### src/rtl/arb_pkg.sv
package arb_pkg;
  localparam int unsigned ARB_CH_DEFAULT     = 8;
  localparam int unsigned ARB_PERIOD_DEFAULT = 1000;
endpackage

### src/rtl/arb_eval_timer.sv
module arb_eval_timer #(
  parameter int unsigned PERIOD = 1000
) (
  input  logic clk,
  input  logic rst_n,
  output logic tick_o
);
  localparam int unsigned CW = (PERIOD > 2) ? $clog2(PERIOD) : 1;

  logic [CW-1:0] cnt_q, cnt_d;
  logic          at_end;

  assign at_end = (cnt_q == CW'(PERIOD - 1));

  always_comb begin
    cnt_d = cnt_q + CW'(1);
    if (at_end) cnt_d = '0;
  end

  always_ff @(posedge clk or negedge rst_n) begin
    if (!rst_n) cnt_q <= '0;
    else        cnt_q <= cnt_d;
  end

  assign tick_o = at_end;

  AST_CNT_IN_RANGE: assert property (@(posedge clk) disable iff (!rst_n)
    {1'b0, cnt_q} < (CW+1)'(PERIOD));
  AST_TICK_SPACING: assert property (@(posedge clk) disable iff (!rst_n)
    tick_o |=> !tick_o || (PERIOD == 1));
endmodule

### src/rtl/arb_prio_pick.sv
module arb_prio_pick #(
  parameter int unsigned N_CH = 8
) (
  input  logic [N_CH-1:0] req_i,
  output logic [N_CH-1:0] win_o
);
  logic [N_CH:0] above;

  assign above[N_CH] = 1'b0;

  for (genvar i = N_CH - 1; i >= 0; i--) begin : g_chain
    assign above[i] = above[i+1] | req_i[i];
    assign win_o[i] = req_i[i] & ~above[i+1];
  end
endmodule

### src/rtl/arb_grant_keeper.sv
module arb_grant_keeper #(
  parameter int unsigned N_CH = 8
) (
  input  logic            clk,
  input  logic            rst_n,
  input  logic            tick_i,
  input  logic [N_CH-1:0] req_i,
  input  logic [N_CH-1:0] hold_i,
  input  logic [N_CH-1:0] pick_i,
  output logic [N_CH-1:0] grant_o,
  output logic            valid_o
);
  logic [N_CH-1:0] grant_q, grant_d;
  logic            owner_stays;
  logic [N_CH:0]   pick_ext;
  logic [N_CH-1:0] at_or_below;

  assign owner_stays = |(grant_q & (req_i | hold_i));

  always_comb begin
    grant_d = grant_q;
    if (tick_i) begin
      if (!owner_stays) grant_d = pick_i;
    end
  end

  always_ff @(posedge clk or negedge rst_n) begin
    if (!rst_n) grant_q <= '0;
    else        grant_q <= grant_d;
  end

  assign grant_o = grant_q;
  assign valid_o = |grant_q;

  assign pick_ext    = {pick_i, 1'b0} - (N_CH+1)'(1);
  assign at_or_below = pick_ext[N_CH-1:0];

  AST_SINGLE_OWNER: assert property (@(posedge clk) disable iff (!rst_n)
    $onehot0(grant_o));
  AST_QUIET_BETWEEN_TICKS: assert property (@(posedge clk) disable iff (!rst_n)
    !tick_i |=> $stable(grant_o));
  AST_PICK_IS_HIGHEST: assert property (@(posedge clk) disable iff (!rst_n)
    (tick_i && (|pick_i)) |-> ((req_i & ~at_or_below) == '0));
  AST_OWNER_KEPT: assert property (@(posedge clk) disable iff (!rst_n)
    (tick_i && (|(grant_o & (req_i | hold_i)))) |=> $stable(grant_o));
  AST_HOLD_NEVER_WINS: assert property (@(posedge clk) disable iff (!rst_n)
    tick_i |=> ((grant_o & ~$past(grant_o) & ~$past(req_i)) == '0));
  AST_IDLE_WHEN_EMPTY: assert property (@(posedge clk) disable iff (!rst_n)
    (tick_i && !(|(grant_o & hold_i)) && !(|req_i)) |=> !valid_o);
endmodule

### src/rtl/hold_prio_arbiter.sv
module hold_prio_arbiter
  import arb_pkg::*;
#(
  parameter int unsigned N_CH   = ARB_CH_DEFAULT,
  parameter int unsigned PERIOD = ARB_PERIOD_DEFAULT
) (
  input  logic            clk,
  input  logic            rst_n,
  input  logic [N_CH-1:0] req_i,
  input  logic [N_CH-1:0] hold_i,
  output logic [N_CH-1:0] grant_o,
  output logic            valid_o
);
  logic            rst_meta_q, rst_sync_q;
  logic            tick;
  logic [N_CH-1:0] pick;

  // Reset: asserted at once, released on the second clock edge.
  always_ff @(posedge clk or negedge rst_n) begin
    if (!rst_n) begin
      rst_meta_q <= 1'b0;
      rst_sync_q <= 1'b0;
    end else begin
      rst_meta_q <= 1'b1;
      rst_sync_q <= rst_meta_q;
    end
  end

  arb_eval_timer #(.PERIOD(PERIOD)) u_timer (
    .clk    (clk),
    .rst_n  (rst_sync_q),
    .tick_o (tick)
  );

  arb_prio_pick #(.N_CH(N_CH)) u_pick (
    .req_i (req_i),
    .win_o (pick)
  );

  arb_grant_keeper #(.N_CH(N_CH)) u_keep (
    .clk     (clk),
    .rst_n   (rst_sync_q),
    .tick_i  (tick),
    .req_i   (req_i),
    .hold_i  (hold_i),
    .pick_i  (pick),
    .grant_o (grant_o),
    .valid_o (valid_o)
  );

  AST_VALID_TRACKS_GRANT: assert property (@(posedge clk) disable iff (!rst_sync_q)
    valid_o == (grant_o != '0));
  AST_RESET_EMPTY: assert property (@(posedge clk)
    !rst_sync_q |-> (grant_o == '0));
endmodule

### config.mk
export PLATFORM = sky130hd
export DESIGN_NAME = hold_prio_arbiter
export DESIGN_NICKNAME = d
export VERILOG_FILES = /design/src/rtl/arb_pkg.sv /design/src/rtl/arb_eval_timer.sv /design/src/rtl/arb_prio_pick.sv /design/src/rtl/arb_grant_keeper.sv /design/src/rtl/hold_prio_arbiter.sv
export SDC_FILE = /design/constraint.sdc
export NUM_CORES = 1
export LEC_CHECK = 0
export BUFFER_PORTS_ARGS = -buffer_cell sky130_fd_sc_hd__buf_2
export CORE_UTILIZATION = 53
export CTS_CLUSTER_SIZE = 28
export DETAILED_ROUTE_END_ITERATION = 8
export GPL_ROUTABILITY_DRIVEN = 0
export GPL_TIMING_DRIVEN = 0
export PLACE_DENSITY = 0.92
export SYNTH_ARGS = -nofsm -noshare
export SYNTH_HDL_FRONTEND = slang
export SYNTH_SLANG_ARGS = --single-unit
### constraint.sdc
create_clock -name clk -period 2.3 [get_ports clk]
set_clock_uncertainty 0.1 [all_clocks]
set_input_delay 0.345 -clock clk [delete_from_list [all_inputs] [get_ports clk]]
set_output_delay 0.345 -clock clk [all_outputs]
set_load 0.1 [all_outputs]
# [Word level (Yosys, flattened, before mapping)]
# Cells that the tools add are included.
[word_totals] regBits=20 wordCells=33
[op_classes] n_mux=1 reduce_logical=3 add_sub_neg=1 bitwise=23 n_eq_ne=1
[ops] op="8-bit OR reduction" count=2
[ops] op="10-bit by 1-bit adder with 10-bit output, second input constant" count=1
[ops] op="10-bit == test, second input constant" count=1
[ops] op="10-bit 2-to-1 mux" count=1
[ops] op="8-bit bitwise AND" count=1
[ops] op="1-bit NOT" count=8
[ops] op="8-bit OR" count=1
[ops] op="1-bit bitwise AND" count=7
[ops] op="1-bit OR" count=6
[ops] op="2-bit AND reduction" count=1

# [Depth between registers and ports, before layout]
[logic_depth] depth_word=8 depth_mapped=5

# [Hierarchy]
# A second synthesis with hierarchy kept.
[hier_totals] hier_cells=88 hier_area_um2=998.5
[by_module_without_submodules] module="arb_eval_timer" n_inst=1 seq_area_each_um2=250.2 area_each_um2=483.0 cells_each=43
[by_module_without_submodules] module="arb_grant_keeper" n_inst=1 seq_area_each_um2=200.2 area_each_um2=377.9 cells_each=31
[by_module_without_submodules] module="arb_prio_pick" n_inst=1 seq_area_each_um2=0.0 area_each_um2=83.8 cells_each=11
[by_module_without_submodules] module="hold_prio_arbiter" n_inst=1 seq_area_each_um2=50.0 area_each_um2=53.8 cells_each=3

# [Worst setup path before layout]
# No wires, ideal clock.
[synth_timing] kind="reg-to-output" startpoint="register u_keep.grant_q[0] (netlist: u_keep.grant_o[0])" endpoint="output valid_o" path_stages_with_launch=3 slack_ps=91 arrival_ps=1764 path_buffers=0 required_time_ps=1855 path_cell_list="dfrtp_1 -> nor4_1 -> nand2_1"
[synth_via] elab_chain_cells=1
[synth_lines] item="start, declared" line="arb_grant_keeper.sv:13" text="logic [N_CH-1:0] grant_q, grant_d;"
[synth_lines] item="start signal, assigned" line="arb_grant_keeper.sv:29" text="else grant_q <= grant_d;"
[synth_lines] item="8-bit OR reduction" line="arb_grant_keeper.sv:33" text="assign valid_o = |grant_q;"
[synth_lines] item="end, declared" line="hold_prio_arbiter.sv:12" text="output logic valid_o"
# No other way between the ends.

# [Worst setup path in the final report]
[layout_timing] startpoint="register u_timer.cnt_q[0]" endpoint="register u_keep.grant_q[0] (netlist: u_keep.grant_o[0])"
[layout_via] elab_chain_cells=2
[layout_lines] item="start, declared" line="arb_eval_timer.sv:10" text="logic [CW-1:0] cnt_q, cnt_d;"
[layout_lines] item="start signal, assigned" line="arb_eval_timer.sv:22" text="else cnt_q <= cnt_d;"
[layout_lines] item="10-bit == test" line="arb_eval_timer.sv:13" text="assign at_end = (cnt_q == CW'(PERIOD - 1));"
[layout_lines] item="2-bit AND reduction (no source line)"
# No other way between the ends.
# A chain may end at the register's enable or synchronous reset.

==> results_dict.tcl <==
set metrics [dict create \
    run_status "finished clean" \
    yosys_warnings 0 \
    worst_pin_slew_ns 0.711 \
    max_clock_freq_mhz 491 \
    multi_input_gate_area_in_the_final_layout_um2 442 \
    worst_setup_path_end_kind "flop" \
    crit_type "flop to flop" \
    global_route_wire_length_before_repair_mm 2.99 \
    synth_edf_count 0 \
    dpl_cell_area_um2 1120 \
    crit_required_ns 2.37 \
    numClockSinks 20 \
    power_density_nw_per_um2 552 \
    critical-path-top-delay-family "simple AND/OR/NAND/NOR gates" \
    detail_route.drc_violations 0 \
    route.final.wire_length_mm 1.77 \
    sw_share_pct 29.6 \
    total_i_o_pin_count 27 \
    finalWorstPathRequiredPeriod_ns 2.04 \
    finished_layout_cell_area_um2 1150 \
    p_leak_nw 0.567 \
    cts_inserted_buffers 3 \
    cts_tree "done" \
    final_count_of_hold_timing_violations 0 \
    worst_hold_slack_ns 0.201 \
    timing.critical_path.buf_inv 0 \
    synthesis.nets 107 \
    post_cts_resize_count 0 \
    synth_cells 88 \
    fp.dieArea_um2 1980 \
    combined_area_of_all_synthesized_cells_um2 957 \
    grt_overflow 0 \
    crit-reg2reg-launch "u_timer.cnt_q[0]" \
    grt_max_degree 19 \
    grt_antenna_before_repair 0 \
    setup_total_negative_slack_ns 0 \
    post_drt_via_cell_ratio 5.35 \
    fraction_of_the_cycle_the_final_worst_path_needs_pct 88.6 \
    asyncSetResetFlopFracSynth_pct 100 \
    detail_route.first_pass.iterations 4 \
    layout-area-overhead-vs-synth_pct 20.1 \
    worst_r2r_path_depth 4 \
    syn-mean-instance-area_um2 10.9 \
    die-height_um 44.5 \
    max-cap-violations 0 \
    slowest_stage "sky130_fd_sc_hd__nor4_4" \
    path_cells "ha_1 -> nand4_2 -> nor4_4 -> mux2_2" \
    dieWidth_um 44.5 \
    io_buffer_count 26 \
    yosys.area.top_type_share_pct 52.3 \
    design.core.area_um2 1590 \
    synth.yosys.seq_area_share_pct 52.3 \
    irDropWorstVdd_v 0.000475 \
    track_usage_pct 20.7 \
    wire_per_inst_um 12.5 \
    startpoint "u_timer.cnt_q[0]" \
    seq_area_um2 500 \
    ys_types 27 \
    postSynthRegisterBits 20 \
    clock_edge_transition_at_the_registers_on_the_reported_setup_and_hold_paths_ns 0.10 \
    intPower_mw 0.447 \
    area_leader_netlist "sky130_fd_sc_hd__dfrtp_1" \
    crit_cells 4 \
    via_count_of_the_first_global_routing_pass 748 \
    unrepaired_setup_endpoints_after_global_routing "no" \
    rows 14 \
    antenna_cells 0 \
    synth_flop_cell "sky130_fd_sc_hd__dfrtp_1" \
    finalSetupViolCount 0 \
    power.share.clock_pct 23.9 \
    worst_r2r_endpoint "u_keep.grant_o[0]" \
    place_hpwl_mm 1.36 \
    critPathMaxFanout 8 \
    layout_cell_share_with_drive_strength_beyond_1_pct 34.7 \
    layout.nets 139 \
    layout.filler_cells 126 \
    clock_latency_late_sink_ns 0.28 \
    p_seq_share_pct 58.5 \
    starting_density_of_the_core_pct 60.0 \
    detailedRoute.firstIterationViolations 17 \
    timing.reg2reg.setup_slack_ns 0.26 \
    cts-root-to-sink-buffers 2 \
    critical-path-max-stage-delay_ns 0.62 \
    route.antenna.remaining_nets 0 \
    startpoint_types "flop" \
    h_tree_levels 1 \
    power.share.combinational_pct 17.7 \
    switchingPower_mw 0.188 \
    synth_area_leaders "sky130_fd_sc_hd__dfrtp_1 52%, sky130_fd_sc_hd__mux2_2 8.2%, sky130_fd_sc_hd__o21ai_0 4.7%" \
    arrival_ns 2.11 \
    drv_slew 0 \
    cts_root_buf "sky130_fd_sc_hd__clkbuf_4" \
    timing.hold.worst.class "flop to async pin" \
    dr_total_vias 759 \
    p_total_mw 0.635 \
    timing.slew.headroom_pct 52.6 \
]
[synthesized netlist by cell type (2+ instances only)]
master and instances:
sky130_fd_sc_hd__dfrtp_1 20, sky130_fd_sc_hd__o21ai_0 9, sky130_fd_sc_hd__nor2_1 8, sky130_fd_sc_hd__mux2_2 7, sky130_fd_sc_hd__inv_1 4, sky130_fd_sc_hd__nand2_1 4, sky130_fd_sc_hd__nand4_1 4, sky130_fd_sc_hd__xor2_1 4
sky130_fd_sc_hd__nand3_1 3, sky130_fd_sc_hd__nor3_1 3, sky130_fd_sc_hd__nor2b_1 2, sky130_fd_sc_hd__nor3b_1 2, sky130_fd_sc_hd__nor4_1 2, sky130_fd_sc_hd__or2_2 2, sky130_fd_sc_hd__xnor2_1 2
[metal layers]
metal  share of wire (%)  track usage (%)  up-vias
li1                    -                -      376
met1                  45             24.9      367
met2                  51             36.8       14
met3                 3.1             3.67        2
met4                0.73             7.88        0
met5                   0                0        -
[repair_timing]
action | in CTS | in global routing
endpoints found under the hold margin | 2 | 0
hold buffers | 1 | 0
buffers inserted | 0 | 0
[how the worst max path moves through the flow]
stage	end	slack (ns)
after global placement	u_keep.grant_o[7]	0.30
after CTS	u_keep.grant_o[0]	0.25
after global routing	u_keep.grant_o[0]	0.12
after floorplan	valid_o	0.09
after detailed placement	u_keep.grant_o[0]	0.27
final	u_keep.grant_o[0]	0.26
[per-stage QoR]
stage | setup WS, ns | util, % | cells
floorplan | 0.0912 | - | 88
global placement | 0.300 | 70.1 | 138
detailed placement | 0.268 | 70.1 | 138
finish | 0.263 | 72.1 | 142
CTS | 0.246 | 72.1 | 142
global route | 0.116 | 72.1 | 142
[state kept, by name, indices dropped and copies added, names as in the netlist]
register	cells
rst_meta_q	1
rst_sync_q	1
u_keep.grant_o	8
u_timer.cnt_q	10
[power by group through the flow]
stage                     clock (mW)  sequential [mW]  combinational (mW)
final                          0.151            0.371               0.112
after global routing           0.174            0.373               0.117
after CTS                      0.158            0.371               0.112
after detailed placement           0            0.378               0.111
after global placement             0            0.377               0.109
after floorplan                    0            0.420              0.0364
[worst reg2reg max path: stages, from the launching register on]
cell                      delay [ns]
sky130_fd_sc_hd__dfrtp_1        0.38
sky130_fd_sc_hd__ha_1           0.25
sky130_fd_sc_hd__nand4_2        0.17
sky130_fd_sc_hd__nor4_4         0.62
sky130_fd_sc_hd__mux2_2         0.40
[area by class of cell]
type / instances / share of cell area [%]
Clock buffer: 3 / 1.96
Inverter: 4 / 1.31
Multi-Input combinational cell: 64 / 38.4
Sequential cell: 20 / 43.5
Tap cell: 24 / 2.61
Timing Repair Buffer: 27 / 12.2
[logic make-up after synthesis]
group | share of synthesized area, %
flops | 52.3
buf+inv | 1.57
other cells | 0.392
simple gates | 22.7
mux | 9.28
compound gates | 6.93
fa+ha+maj | 1.31
xor+xnor | 5.49
[layout by cell type (no fill, tap or decap)]
cell,synthesis,layout
sky130_fd_sc_hd__buf_2,0,26
sky130_fd_sc_hd__dfrtp_1,20,20
sky130_fd_sc_hd__o21ai_0,9,9
sky130_fd_sc_hd__nor2_1,8,8
sky130_fd_sc_hd__mux2_2,7,7
sky130_fd_sc_hd__inv_1,4,4
sky130_fd_sc_hd__nand4_1,4,4
sky130_fd_sc_hd__nand2_1,4,4
sky130_fd_sc_hd__xor2_1,4,4
sky130_fd_sc_hd__nand3_1,3,3
sky130_fd_sc_hd__nor3_1,3,3
sky130_fd_sc_hd__clkbuf_4,0,3
sky130_fd_sc_hd__xnor2_1,2,2
sky130_fd_sc_hd__or2_2,2,2
sky130_fd_sc_hd__nor2b_1,2,2
sky130_fd_sc_hd__nor4_1,2,2
sky130_fd_sc_hd__nor3b_1,2,2
sky130_fd_sc_hd__nand4_2,1,1
sky130_fd_sc_hd__a21oi_1,1,1
sky130_fd_sc_hd__or3_1,1,1
sky130_fd_sc_hd__a21o_2,1,1
sky130_fd_sc_hd__a21o_1,1,1
sky130_fd_sc_hd__nor4_4,1,1
sky130_fd_sc_hd__nor4b_1,1,1
sky130_fd_sc_hd__or4_1,1,1
sky130_fd_sc_hd__mux2i_1,1,1
sky130_fd_sc_hd__and3b_1,1,1
sky130_fd_sc_hd__ha_1,1,1
sky130_fd_sc_hd__dlygate4sd3_1,0,1
sky130_fd_sc_hd__conb_1,1,1
Note: power is estimated with default switching activity, not from simulation.
